<file path="src/rtl/lhp_pkg.sv">
`timescale 1ns/1ps
package lhp_pkg;
  localparam int CTR_W = 2;
  typedef logic [CTR_W-1:0] ctr_t;
  localparam ctr_t CTR_INIT = 2'b10;

  function automatic ctr_t ctr_train(input ctr_t cur, input logic taken);
    ctr_t nxt;
    nxt = cur;
    if (taken) begin
      if (cur != {CTR_W{1'b1}}) nxt = cur + 1'b1;
    end else begin
      if (cur != '0) nxt = cur - 1'b1;
    end
    return nxt;
  endfunction
endpackage

</file>
<file path="src/rtl/lhp_hist_file.sv">
`timescale 1ns/1ps
module lhp_hist_file #(
  parameter int SEL_W  = 3,
  parameter int HIST_W = 3
) (
  input  logic                        clk,
  input  logic                        rst,
  input  logic                        wr_en,
  input  logic [SEL_W-1:0]            wr_sel,
  input  logic                        wr_bit,
  input  logic [SEL_W-1:0]            rd_sel_a,
  output logic [HIST_W-1:0]           rd_hist_a,
  input  logic [SEL_W-1:0]            rd_sel_b,
  output logic [HIST_W-1:0]           rd_hist_b,
  output logic [(1<<SEL_W)*HIST_W-1:0] all_hist
);
  localparam int NREG = 1 << SEL_W;

  logic [HIST_W-1:0] hist_q [NREG];

  for (genvar i = 0; i < NREG; i++) begin : g_reg
    always_ff @(posedge clk) begin
      if (rst) begin
        hist_q[i] <= '0;
      end else if (wr_en && (wr_sel == SEL_W'(i))) begin
        hist_q[i] <= {hist_q[i][HIST_W-2:0], wr_bit};
      end
    end
    assign all_hist[i*HIST_W +: HIST_W] = hist_q[i];
  end

  assign rd_hist_a = hist_q[rd_sel_a];
  assign rd_hist_b = hist_q[rd_sel_b];
endmodule

</file>
<file path="src/rtl/lhp_pattern_table.sv">
`timescale 1ns/1ps
module lhp_pattern_table
  import lhp_pkg::*;
#(
  parameter int HIST_W = 3
) (
  input  logic                             clk,
  input  logic                             rst,
  input  logic [HIST_W-1:0]                rd_idx,
  output ctr_t                             rd_ctr,
  input  logic                             wr_en,
  input  logic [HIST_W-1:0]                wr_idx,
  input  logic                             wr_taken,
  output logic [(1<<HIST_W)*CTR_W-1:0]     all_ctr
);
  localparam int DEPTH = 1 << HIST_W;

  ctr_t ctr_q [DEPTH];

  for (genvar j = 0; j < DEPTH; j++) begin : g_ent
    always_ff @(posedge clk) begin
      if (rst) begin
        ctr_q[j] <= CTR_INIT;
      end else if (wr_en && (wr_idx == HIST_W'(j))) begin
        ctr_q[j] <= ctr_train(ctr_q[j], wr_taken);
      end
    end
    assign all_ctr[j*CTR_W +: CTR_W] = ctr_q[j];
  end

  assign rd_ctr = ctr_q[rd_idx];
endmodule

</file>
<file path="src/rtl/lhp_pred_reg.sv">
`timescale 1ns/1ps
module lhp_pred_reg (
  input  logic clk,
  input  logic rst,
  input  logic vld_d,
  input  logic dir_d,
  output logic vld_q,
  output logic dir_q
);
  always_ff @(posedge clk) begin
    if (rst) begin
      vld_q <= 1'b0;
      dir_q <= 1'b0;
    end else begin
      vld_q <= vld_d;
      dir_q <= vld_d ? dir_d : 1'b0;
    end
  end
endmodule

</file>
<file path="src/rtl/lhist_predictor.sv">
`timescale 1ns/1ps
module lhist_predictor
  import lhp_pkg::*;
#(
  parameter int PC_W   = 32,
  parameter int SEL_LO = 2,
  parameter int SEL_W  = 3,
  parameter int HIST_W = 3
) (
  input  logic                              clk,
  input  logic                              rst,
  input  logic                              lk_valid,
  input  logic [PC_W-1:0]                   lk_pc,
  output logic                              pred_valid,
  output logic                              pred_taken,
  input  logic                              up_valid,
  input  logic [PC_W-1:0]                   up_pc,
  input  logic                              up_taken,
  output logic [(1<<SEL_W)*HIST_W-1:0]      dbg_hist,
  output logic [(1<<HIST_W)*CTR_W-1:0]      dbg_ctr
);
  logic [SEL_W-1:0]  lk_sel, up_sel;
  logic [HIST_W-1:0] lk_hist, up_hist;
  ctr_t              lk_ctr;

  assign lk_sel = lk_pc[SEL_LO +: SEL_W];
  assign up_sel = up_pc[SEL_LO +: SEL_W];

  lhp_hist_file #(.SEL_W(SEL_W), .HIST_W(HIST_W)) u_hist (
    .clk       (clk),
    .rst       (rst),
    .wr_en     (up_valid),
    .wr_sel    (up_sel),
    .wr_bit    (up_taken),
    .rd_sel_a  (lk_sel),
    .rd_hist_a (lk_hist),
    .rd_sel_b  (up_sel),
    .rd_hist_b (up_hist),
    .all_hist  (dbg_hist)
  );

  lhp_pattern_table #(.HIST_W(HIST_W)) u_pht (
    .clk      (clk),
    .rst      (rst),
    .rd_idx   (lk_hist),
    .rd_ctr   (lk_ctr),
    .wr_en    (up_valid),
    .wr_idx   (up_hist),
    .wr_taken (up_taken),
    .all_ctr  (dbg_ctr)
  );

  lhp_pred_reg u_out (
    .clk   (clk),
    .rst   (rst),
    .vld_d (lk_valid),
    .dir_d (lk_ctr[CTR_W-1]),
    .vld_q (pred_valid),
    .dir_q (pred_taken)
  );
endmodule

</file>
<file path="config.mk">
export PLATFORM = sky130hd
export DESIGN_NAME = lhist_predictor
export DESIGN_NICKNAME = d
export VERILOG_FILES = /design/src/rtl/lhp_pkg.sv /design/src/rtl/lhp_hist_file.sv /design/src/rtl/lhp_pattern_table.sv /design/src/rtl/lhp_pred_reg.sv /design/src/rtl/lhist_predictor.sv
export SDC_FILE = /design/constraint.sdc
export NUM_CORES = 1
export LEC_CHECK = 0
export BUFFER_PORTS_ARGS = -buffer_cell sky130_fd_sc_hd__buf_2
export CAP_MARGIN = 30
export CORE_MARGIN = 2
export CORE_UTILIZATION = 40
export CTS_BUF_LIST = sky130_fd_sc_hd__clkbuf_4 sky130_fd_sc_hd__clkbuf_8
export DETAILED_ROUTE_END_ITERATION = 6
export HOLD_SLACK_MARGIN = 0.12
export MAX_ROUTING_LAYER = met4
export PLACE_DENSITY = 0.69
export SYNTH_ARGS = -nofsm -noshare
export SYNTH_HDL_FRONTEND = slang
export SYNTH_SLANG_ARGS = --single-unit
</file>
<file path="constraint.sdc">
create_clock -name clk -period 2.7 [get_ports clk]
set_input_delay 0.27 -clock clk [delete_from_list [all_inputs] [get_ports clk]]
set_output_delay 0.27 -clock clk [all_outputs]
set_load 0.01 [all_outputs]
</file>
==> Word level (Yosys, flattened, before mapping) <==
Memory sizes are Yosys's and may differ from the RTL's. A register that Yosys moved wholly into a read port is not among the register bits.
Cells that the tools add are included.
{ "op_classes": {"n_eq_ne": 22, "reduce_logical": 27, "n_mux": 106, "add_sub_neg": 16, "n_bitwise": 17} }
{ "op_table": {"columns": ["operator", "count"], "rows": [
  ["2-bit two-way mux", 48],
  ["1-bit two-way mux", 50],
  ["3-bit equality test, second input constant", 8],
  ["3-bit two-way mux", 8],
  ["2-bit by 1-bit adder with 2-bit output, second input constant", 8],
  ["1-bit logical AND", 16],
  ["2-bit != test, second input constant", 8],
  ["1-bit OR", 16],
  ["2-bit nonzero test", 8],
  ["2-bit by 1-bit subtractor with 2-bit output, second input constant", 8],
  ["3-bit by 2-bit equality test with 1-bit output, second input constant", 4],
  ["3-bit by 1-bit equality test with 1-bit output, second input constant", 2],
  ["3-bit zero test", 2],
  ["2-bit OR reduction", 1],
  ["1-bit NOT", 1]
]} }
{ "word_totals": {"register_bits": 1, "memories": 2, "out_inout_bits": 42, "ram_bits": 40} }
{ "memory_table": {"columns": ["name", "words", "word_bits", "read_ports", "rd_clocked_by_memory_dff", "wr", "line", "source"], "rows": [
  ["u_hist.hist_q", 8, 3, 10, 0, 8, "lhp_hist_file.sv:19", "logic [HIST_W-1:0] hist_q [NREG];"],
  ["u_pht.ctr_q", 8, 2, 9, 1, 8, "lhp_pattern_table.sv:18", "ctr_t ctr_q [DEPTH];"]
]} }

==> Longest topological paths before layout <==
Gate-level depths: netlist of the first run.
An unclocked memory read counts as a cell.
{ "depth": {"ltp_word": 7, "mapped_depth": 6, "mapped_depth_nobuf": 5} }

==> Cells and area by module <==
A second synthesis of the first run with hierarchy kept.
{ "hier_totals": {"hier_cells": 191, "hier_area_um2": 2613.8} }
{ "by_module_without_submodules": {"columns": ["mod", "seq_area_each_um2", "cells_each", "n_inst", "area_per_inst_um2"], "rows": [
  ["lhp_hist_file", 720.7, 103, 1, 1430.1],
  ["lhp_pattern_table", 480.5, 84, 1, 1128.6],
  ["lhp_pred_reg", 40.0, 4, 1, 55.1]
]} }

==> Worst setup path before layout of the first run <==
OpenSTA, ideal clock, no wires.
{ "synth_path": {"kind": "reg-to-reg", "start": "memory u_hist.hist_q[3][2]", "end": "memory u_pht.ctr_q[1][0] in the netlist's numbering, enable pin", "arrival_time_ns": 1.745, "setup_slack_ns": 0.657, "path_buffers": 0, "stages_incl_launch_ff": 5, "setup_time_ns": 0.298, "required_time_ns": 2.402, "path_cell_list": "edfxtp_1 mux4_2 or3b_1 a21boi_2 a41o_1"} }
{ "synth_lines": {"columns": ["element", "line"], "rows": [
  ["start: declaration", "lhp_hist_file.sv:19"],
  ["end: declaration", "lhp_pattern_table.sv:18"]
]} }

==> flow_summary.json, run 1 <==
{
  "first_global_vias": 1702,
  "clock_power_share_pct": 27.3,
  "synth-edff-count": 40,
  "antenna_found_initial": 0,
  "first_pass_iters": 4,
  "path_max_fanout": 6,
  "final_nets": 325,
  "netlist_instances": 204,
  "slew-limit-headroom_pct": 59.3,
  "cts-buffers-inserted": 5,
  "place_area_um2": 2890,
  "wl_per_cell_um": 17.2,
  "avgSynthCellArea_um2": 12.6,
  "route.detailed.drc": 0,
  "fin_worst_skew_ns": 0.00704,
  "combPwrFrac_pct": 17.3,
  "worstPathArrival_ns": 2.18,
  "vdd_drop_max_mv": 0.214,
  "fin_area_um2": 2970,
  "start_kind": "flop",
  "ys_seq_area_share_pct": 48.2,
  "cts_tree": "done",
  "synth_cell_type_count": 34,
  "syn-cell-area_um2": 2570,
  "die_w_um": 84.2,
  "cts.sinks": 42,
  "core_um2": 6280,
  "ctsResizeCount": 0,
  "root_buffer": "clkbuf_8",
  "p_leak_nw": 1.13,
  "outcome": "complete, no violations",
  "hold_viol": 0,
  "crit_path_end_kind": "flop",
  "cts_hold_buf": 0,
  "cts_buffer_depth": 2,
  "critPathKind": "flop to flop",
  "clock_latency_ns": 0.30,
  "dieArea_um2": 7090,
  "routed_wl_mm": 5.74,
  "cap_viol_max_count": 0,
  "synth_warnings": 0,
  "finalWeightedCongestion": 0.792,
  "tns_ns": 0,
  "min_period_over_period_pct": 80.5,
  "row_count": 29,
  "path_clk_slew_ns": 0.08,
  "area_growth_pct": 15.3,
  "vias": 1843,
  "cp_data_required_time_ns": 2.71,
  "grt_max_degree": 33,
  "setup_viol": 0,
  "internal-power_mw": 1.03,
  "diodes": 0,
  "synth_ff_type": "edfxtp_1",
  "rsz0062_at_grt": "no",
  "overflow": 0,
  "antenna_left": 0,
  "track_usage_pct": 17.3,
  "pwr_density_cell_nw_per_um2": 473,
  "switchingPower_uw": 375,
  "drive_above_1_share_pct": 29.2,
  "num-fill-cells": 598,
  "max_freq_mhz": 460,
  "worstMarginPinSlew_ns": 0.610,
  "syn-num-nets": 273,
  "io_pins": 111,
  "grt_pass1_wl_mm": 9.21,
  "power_frac_seq_pct": 55.4,
  "die_y_um": 84.2,
  "hold_path_class": "input pin to flop",
  "dp_hpwl_mm": 4.35,
  "swShare_pct": 26.7,
  "io_buffers": 52,
  "period_minus_slack_ns": 2.17,
  "postCtsSetupBuffers": 0,
  "vias_per_cell": 5.52,
  "ctsHtreeMaxLevel": 2,
  "initial_utilization_pct": 41.0,
  "async_flop_share_pct": 0,
  "final_max_slew_viol_count": 0,
  "r2r_slack_ns": 0.53,
  "ys_ff_latch": 42,
  "drtIter0Drc": 115
}
## critical path: stages (launching register included)
cell and delay, ns:
edfxtp_1 0.46, mux4_2 0.54, or3b_4 0.41, a21boi_4 0.24
a41o_1 0.24
## Yosys cell counts, types with 3 or more instances
| cell type | count | area [um2] |
|---|---|---|
| edfxtp_1 | 40 | 1200 |
| and2_1 | 24 | 150 |
| nand3_1 | 18 | 90.1 |
| nor2_1 | 16 | 60.1 |
| xnor2_1 | 16 | 140 |
| nand2_1 | 10 | 37.5 |
| a41o_1 | 8 | 80.1 |
| or3_1 | 8 | 50.1 |
| mux2i_1 | 6 | 60.1 |
| mux4_1 | 6 | 158 |
| mux4_2 | 6 | 135 |
| o21bai_1 | 6 | 45.0 |
| clkbuf_1 | 5 | 18.8 |
| nand2b_1 | 4 | 25.0 |
| nand3b_1 | 4 | 30.0 |
| buf_6 | 3 | 33.8 |
| nor3_1 | 3 | 15.0 |
## registers in the layout, indices dropped and copies added (netlist names)
name and flops:
u_out.dir_q 1, u_pht.ctr_q 16, u_out.vld_q 1, u_hist.hist_q 24
## stage by stage
stage / total power, mW / util (%) / hold slack (ns) / setup WS (ns) / instances
2_1_floorplan: 0.955 / - / 0.440 / 0.657 / 204
3_3_place_gp: 1.03 / 46.0 / 0.566 / 0.401 / 326
3_5_place_dp: 1.04 / 46.0 / 0.571 / 0.382 / 326
4_1_cts: 1.41 / 47.3 / 0.257 / 0.534 / 334
5_1_grt: 1.47 / 47.3 / 0.253 / 0.450 / 334
6_report: 1.40 / 47.3 / 0.264 / 0.528 / 334
## cells by family after synthesis
logic type	count (synthesis)	synth area share [%]
and+or+nand+nor	94	20.0
AOI/OAI and AO/OA	21	7.69
xor gates and xnor gates	16	5.45
buffers and inverters	9	2.24
muxes	22	16.3
DFF	42	48.2
## layout make-up
| class | count | area, um2 | area share [%] |
|---|---|---|---|
| clock buffer | 5 | 68.8 | 2.32 |
| tap | 77 | 96.3 | 3.25 |
| timing repair buffer | 54 | 275 | 9.28 |
| multi-input combinational | 153 | 1270 | 42.9 |
| sequential | 42 | 1240 | 41.8 |
| clock inverter | 3 | 11.3 | 0.380 |
## power groups by stage
stage	Combinational (mW)	Sequential [mW]	Clock (mW)
2_1_floorplan	0.160	0.795	0
3_3_place_gp	0.241	0.791	0
3_5_place_dp	0.244	0.792	0
4_1_cts	0.246	0.777	0.391
5_1_grt	0.266	0.782	0.419
6_report	0.243	0.777	0.384
## worst paths after layout
path                                                        start                                 to  cells after the start
worst max register to register  u_hist.hist_q[3][0]$_SDFFCE_PN0P_    u_pht.ctr_q[4][1]$_SDFFCE_PP1P_                      4
worst max-delay path            u_hist.hist_q[3][0]$_SDFFCE_PN0P_    u_pht.ctr_q[4][1]$_SDFFCE_PP1P_                      4
worst min register to register  u_hist.hist_q[6][1]$_SDFFCE_PN0P_  u_hist.hist_q[6][2]$_SDFFCE_PN0P_                      1
worst min-delay path                                     lk_valid             u_out.vld_q$_SDFF_PP0_                      2
## layer usage
layer / global-route usage [%] / vias to the layer above / wire [um]
li1: - / 880 / -
met1: 24.6 / 894 / 2560
met2: 25.2 / 62 / 2810
met3: 3.44 / 7 / 296
met4: 4.99 / 0 / 73
met5: - / - / 0
## cell usage in the layout, fill, tap and decap left out, types with 5 or more instances in the layout
cell type / n
and2_1: 24
a41o_1: 8
edfxtp_1: 40
mux4_1: 6
nor2_1: 16
xnor2_1: 16
mux2i_1: 6
or3_1: 8
mux4_2: 6
nand2_1: 10
o21bai_1: 6
clkbuf_8: 5
nand3_1: 18
buf_2: 52
No activity file was read; power rests on OpenSTA's default activity.
==> run 2, diff against run 1 <==
- ABC_AREA: unset -> 1
- PLACE_DENSITY: 0.69 -> 0.71
- clock period: 2.7 -> 1.9 ns (I/O delays scaled with it)
==> run 2 against run 1 <==
- combinational power is 53% higher
- critical path type unchanged
- critical path depth is 5 higher
- design area up 3.8%
- largest power group unchanged
- fmax increased by 27%
- register-to-register slack worse by 0.34 ns
- via count increased by 30%
- power rose by 43%
- worst hold slack lost 0.14 ns
- sequential cell count did not move
- wire length is 6.2% higher
==> flow_summary.json, run 2 <==
{
  "outcome": "complete, no violations",
  "path_clk_slew_ns": 0.08,
  "die_y_um": 85.0,
  "final_max_slew_viol_count": 0,
  "worstPathCellList": "inv_1, nor2_1, a21oi_1, nand3_2, nand2_2, nand2_1, nor2_2, nand2_1, nand2_1",
  "dp_hpwl_mm": 4.78,
  "crit_top_cell": "nand2_1",
  "row_count": 29,
  "antenna_left": 0,
  "wl_per_cell_um": 12.7,
  "synth_warnings": 0,
  "cp.depth": 9,
  "antenna_found_initial": 0,
  "crit_buf_inv": 1,
  "yosysMostFrequentCell": "nand2_1",
  "timing.rr.start": "u_hist.hist_q[5][1]$_SDFFCE_PN0P_",
  "hold_path_class": "input pin to flop",
  "path_max_fanout": 3,
  "finalWeightedCongestion": 0.876,
  "clock_latency_ns": 0.29,
  "critPathKind": "flop to flop",
  "cap_viol_max_count": 0,
  "r2r-end": "u_pht.ctr_q[4][1]$_SDFFCE_PP1P_",
  "grt_max_degree": 24,
  "period_minus_slack_ns": 1.71,
  "utilization_pct": 48.5,
  "vias": 2398,
  "reg_top3": "u_hist.hist_q: 24 flops, u_pht.ctr_q: 16 flops",
  "vdd_drop_max_mv": 0.288,
  "start_kind": "flop",
  "routed_wl_mm": 6.09,
  "cts-buffers-inserted": 5,
  "min_period_over_period_pct": 90.2,
  "r2r_cells": 9,
  "ctsHtreeMaxLevel": 2,
  "core_um2": 6350,
  "pwr_density_cell_nw_per_um2": 653,
  "ys_ff_latch": 42,
  "die_w_um": 85.0,
  "min_from": "lk_valid",
  "max_freq_mhz": 584,
  "hold_slack_ns": 0.127,
  "largest-register": "u_hist.hist_q",
  "initial_utilization_pct": 41.4,
  "area_growth_pct": 17.2,
  "final_common_cell": "nand2_1",
  "vias_per_cell": 5.01,
  "worstMarginPinSlew_ns": 0.505,
  "cp_slowest_cell": "edfxtp_1",
  "synth_ff_type": "edfxtp_1",
  "cp_data_required_time_ns": 1.91,
  "netlist_instances": 344,
  "worstPathArrival_ns": 1.72,
  "first_pass_iters": 5,
  "route.detailed.drc": 0,
  "syn-cell-area_um2": 2630,
  "hold_viol": 0,
  "track_usage_pct": 18.0,
  "tns_ns": 0,
  "ys_seq_area_share_pct": 47.3,
  "cts.sinks": 42,
  "synth_common_cells": "103 x nand2_1, 43 x nor2_1, 40 x edfxtp_1",
  "avgSynthCellArea_um2": 7.63,
  "cp_top_family": "simple AND/OR/NAND/NOR gates",
  "final_cell_mix": "103 x nand2_1, 52 x buf_2, 43 x nor2_1, 40 x edfxtp_1, 35 x inv_1",
  "drtIter0Drc": 192,
  "drive_above_1_share_pct": 22.1,
  "p_leak_nw": 1.43,
  "async_flop_share_pct": 0,
  "first_global_vias": 2229,
  "grt_pass1_wl_mm": 10.3,
  "cts_tree": "done",
  "yosys-top-cells-area": "edfxtp_1 46%, nand2_1 15%, nor2_1 6.1%",
  "setup_viol": 0,
  "cts_buffer_depth": 2,
  "max_stage_delay_ns": 0.44,
  "io_buffers": 52,
  "fin_worst_skew_ns": 0.00362,
  "ctsResizeCount": 0,
  "root_buffer": "clkbuf_8",
  "diodes": 0,
  "yosys.area.top_type": "edfxtp_1",
  "synth-edff-count": 40,
  "hold_end": "u_out.vld_q$_SDFF_PP0_",
  "final_nets": 470,
  "holdPathStages": 3,
  "syn-num-nets": 413,
  "synth_cell_type_count": 24,
  "crit_path_end_kind": "flop",
  "rsz0062_at_grt": "no",
  "largest_reg_flops": 24,
  "overflow": 0,
  "dieArea_um2": 7230,
  "r2r_slack_ns": 0.19,
  "yosysTopAreaCellShare_pct": 45.7,
  "slew-limit-headroom_pct": 66.2,
  "io_pins": 111
}
[run 2: area by class of cell]
class / instances / area [um2]
clock buffers: 5 / 68.8
clock inverters: 3 / 11.3
fillers: 631 / 3270
inverters: 40 / 150
multi-input cells: 253 / 1200
flip-flops and latches: 42 / 1240
well taps: 77 / 96.3
repair buffers: 59 / 315
[run 2: repair_timing]
item / in CTS / in global routing
setup buffers: 0 / 0
hold buffers: 1 / 0
endpoints found under the hold margin: 1 / 0
[run 2: logic make-up after synthesis]
kind of cell	synth area share (%)
AOI/OAI and AO/OA	7.15
xor gates and xnor gates	3.00
buffers and inverters	7.19
and+or+nand+nor	35.4
DFF	47.3
[run 2: worst reg2reg max path: stages, from the launching register on]
cell and delay (ns):
edfxtp_1 0.44, inv_1 0.10, nor2_1 0.05, a21oi_1 0.18
nand3_2 0.13, nand2_2 0.12, nand2_1 0.10, nor2_2 0.16
nand2_1 0.06, nand2_1 0.10
[run 2: layer usage]
layer	wire length [um]	vias up	GRT usage, %
li1	-	1224	-
met1	2810	1081	24.5
met2	2850	84	27.3
met3	347	9	2.72
met4	82	0	6.35
met5	0	-	-
[run 2: worst max path at each step]
stage                                           start                               to  slack (ns)
finish              u_hist.hist_q[5][1]$_SDFFCE_PN0P_  u_pht.ctr_q[4][1]$_SDFFCE_PP1P_        0.19
global route        u_hist.hist_q[1][1]$_SDFFCE_PN0P_  u_pht.ctr_q[4][1]$_SDFFCE_PP1P_       0.006
CTS                 u_hist.hist_q[5][1]$_SDFFCE_PN0P_  u_pht.ctr_q[0][0]$_SDFFCE_PP0P_        0.18
detailed placement                           up_pc[3]  u_pht.ctr_q[4][1]$_SDFFCE_PP1P_        0.09
global placement                             up_pc[3]  u_pht.ctr_q[4][1]$_SDFFCE_PP1P_        0.10
floorplan           u_hist.hist_q[3][1]$_SDFFCE_PN0P_  u_pht.ctr_q[0][0]$_SDFFCE_PP0P_        0.32
[run 2: metrics by stage]
stage          setup slack (ns)  total power, mW  cell area [um2]  instances
3_5_place_dp             0.0911             1.48             2990        470
5_1_grt                 0.00567             2.11             3080        479
4_1_cts                   0.184             2.02             3080        479
2_1_floorplan             0.324             1.36             2630        344
6_report                  0.186             2.01             3080        479
3_3_place_gp              0.104             1.48             2990        470
[run 2: power by group]
part | switching, mW | internal (mW)
Combinational | 0.245 | 0.128
Clock | 0.301 | 0.246
Sequential | 0.0349 | 1.06
Total | 0.581 | 1.43
==> run 3, diff against run 2 <==
- RECOVER_POWER: unset -> 50
==> run 3 against run 2 <==
- fmax fell by 1.9%
- via count is essentially flat
- first-iteration DRC count increased by 17%
- count of clock-buffer cells in the layout is the same
- core utilization shrank 0.91 points
- non-clock buffer count stayed put
- clock power about the same
- combinational power is 3% lower
- power shrank 0.39%
- critical path type is now input pin to flop
- sequential power about the same
- clock skew up 0.0011 ns
- wire length up 0.26%
- critical endpoint is now u_hist.hist_q[5][2]$_SDFFCE_PN0P_
==> flow_summary.json, run 3 (synthesis gave the netlist of run 2 again) <==
{
  "final_nets": 470,
  "num-fill-cells": 653,
  "cts_tree": "done",
  "vias_per_cell": 5.00,
  "finalPower_mw": 2.00,
  "antenna_left": 0,
  "hold_viol": 0,
  "utilization_pct": 47.6,
  "routed_wl_mm": 6.11,
  "row_count": 29,
  "io_buffers": 52,
  "grt_max_degree": 24,
  "hold_slack_ns": 0.126,
  "cts_buffer_depth": 2,
  "final_cell_mix": "103 x nand2_1, 44 x clkbuf_1, 43 x nor2_1, 40 x edfxtp_1, 35 x inv_1",
  "path_max_fanout": 12,
  "final_common_cell": "nand2_1",
  "overflow": 0,
  "largest_reg_flops": 24,
  "cts.sinks": 42,
  "core_um2": 6350,
  "vias": 2396,
  "place_area_um2": 2990,
  "multiInputGateArea_um2": 1200,
  "largest-register": "u_hist.hist_q",
  "fin_worst_skew_ns": 0.00470,
  "crit_top_cell": "clkbuf_1",
  "max_stage_delay_ns": 0.53,
  "reg_top3": "u_hist.hist_q: 24 flops, u_pht.ctr_q: 16 flops",
  "ctsHtreeMaxLevel": 2,
  "dp_hpwl_mm": 4.78,
  "max_freq_mhz": 573,
  "register_area_um2": 1240,
  "area_growth_pct": 15.1,
  "io_pins": 111,
  "setup_viol": 0,
  "cp_data_required_time_ns": 1.89,
  "grt_pass1_wl_mm": 10.3,
  "drtIter0Drc": 225,
  "hold_path_class": "input pin to flop",
  "wl_per_cell_um": 12.8,
  "cap_viol_max_count": 0,
  "die_y_um": 85.0,
  "initial_utilization_pct": 41.4,
  "cp_slowest_cell": "dlygate4sd3_1",
  "die_w_um": 85.0,
  "track_usage_pct": 18.0,
  "slew-limit-headroom_pct": 65.6,
  "cts-buffers-inserted": 5,
  "crit_buf_inv": 4,
  "min_period_over_period_pct": 91.9,
  "root_buffer": "clkbuf_8",
  "final_max_slew_viol_count": 0,
  "route.detailed.drc": 0,
  "rsz0062_at_grt": "no",
  "finalWeightedCongestion": 0.876,
  "crit_path_end_kind": "flop",
  "critPathKind": "input pin to flop",
  "worstPathArrival_ns": 1.74,
  "cp_top_family": "buffers and inverters",
  "first_global_vias": 2229,
  "fin_area_um2": 3020,
  "ctsResizeCount": 0,
  "diodes": 0,
  "worstPathCellList": "dlygate4sd3_1, clkbuf_1, inv_1, clkbuf_1, o21ai_0",
  "dieArea_um2": 7230,
  "tns_ns": 0,
  "path_clk_slew_ns": 0.08,
  "worstMarginPinSlew_ns": 0.516,
  "clock_latency_ns": 0.30,
  "p_leak_nw": 1.30,
  "antenna_found_initial": 0,
  "pwr_density_cell_nw_per_um2": 663,
  "period_minus_slack_ns": 1.75,
  "drive_above_1_share_pct": 11.2,
  "outcome": "complete, no violations",
  "vdd_drop_max_mv": 0.288,
  "first_pass_iters": 5,
  "start_kind": "input pin"
}
## run 3: worst paths after layout
kind	start	end	slack (ns)	cells past startpoint
min	lk_valid	u_out.vld_q$_SDFF_PP0_	0.13	3
max reg2reg	u_hist.hist_q[5][1]$_SDFFCE_PN0P_	u_pht.ctr_q[4][1]$_SDFFCE_PP1P_	0.18	9
min reg2reg	u_hist.hist_q[1][1]$_SDFFCE_PN0P_	u_hist.hist_q[1][2]$_SDFFCE_PN0P_	0.63	2
max	rst	u_hist.hist_q[5][2]$_SDFFCE_PN0P_	0.15	5
## run 3: through the flow
| step | setup slack, ns | std cells |
|---|---|---|
| floorplan | 0.324 | 344 |
| global placement | 0.104 | 470 |
| detailed placement | 0.0911 | 470 |
| CTS | 0.184 | 479 |
| global route | 0.00524 | 479 |
| finish | 0.153 | 479 |
## run 3: area by class of cell
type | count | area share, %
clock buffer | 5 | 2.28
clock inverter | 3 | 0.373
inverter | 40 | 4.97
multi-input combinational | 253 | 39.6
sequential | 42 | 41.1
tap | 77 | 3.19
timing repair buffer | 59 | 8.53
## run 3: timing repair
action                                 4_1_cts  5_1_grt
hold buffers                                 1        0
endpoints found under the hold margin        1        0
buffers inserted                             0        0
## run 3: power by group
group,internal [mW],leakage (nW),total [mW],switching [mW]
Sequential,1.06,0.402,1.09,0.0362
Clock,0.246,0.0407,0.549,0.303
Combinational,0.116,0.859,0.362,0.246
## run 3: routing by layer
| metal | share of wire [%] | wire [um] | GRT usage [%] |
|---|---|---|---|
| met1 | 46 | 2800 | 24.5 |
| met2 | 47 | 2870 | 27.3 |
| met3 | 6.0 | 365 | 2.72 |
| met4 | 1.3 | 77 | 6.35 |
| met5 | 0 | 0 | - |
## run 3: worst reg2reg max path, stage by stage, from the launching register on
cell,delay (ns)
edfxtp_1,0.44
inv_1,0.10
nor2_1,0.05
a21oi_1,0.18
nand3_2,0.13
nand2_2,0.12
nand2_1,0.10
nor2_2,0.16
nand2_1,0.06
nand2_1,0.09
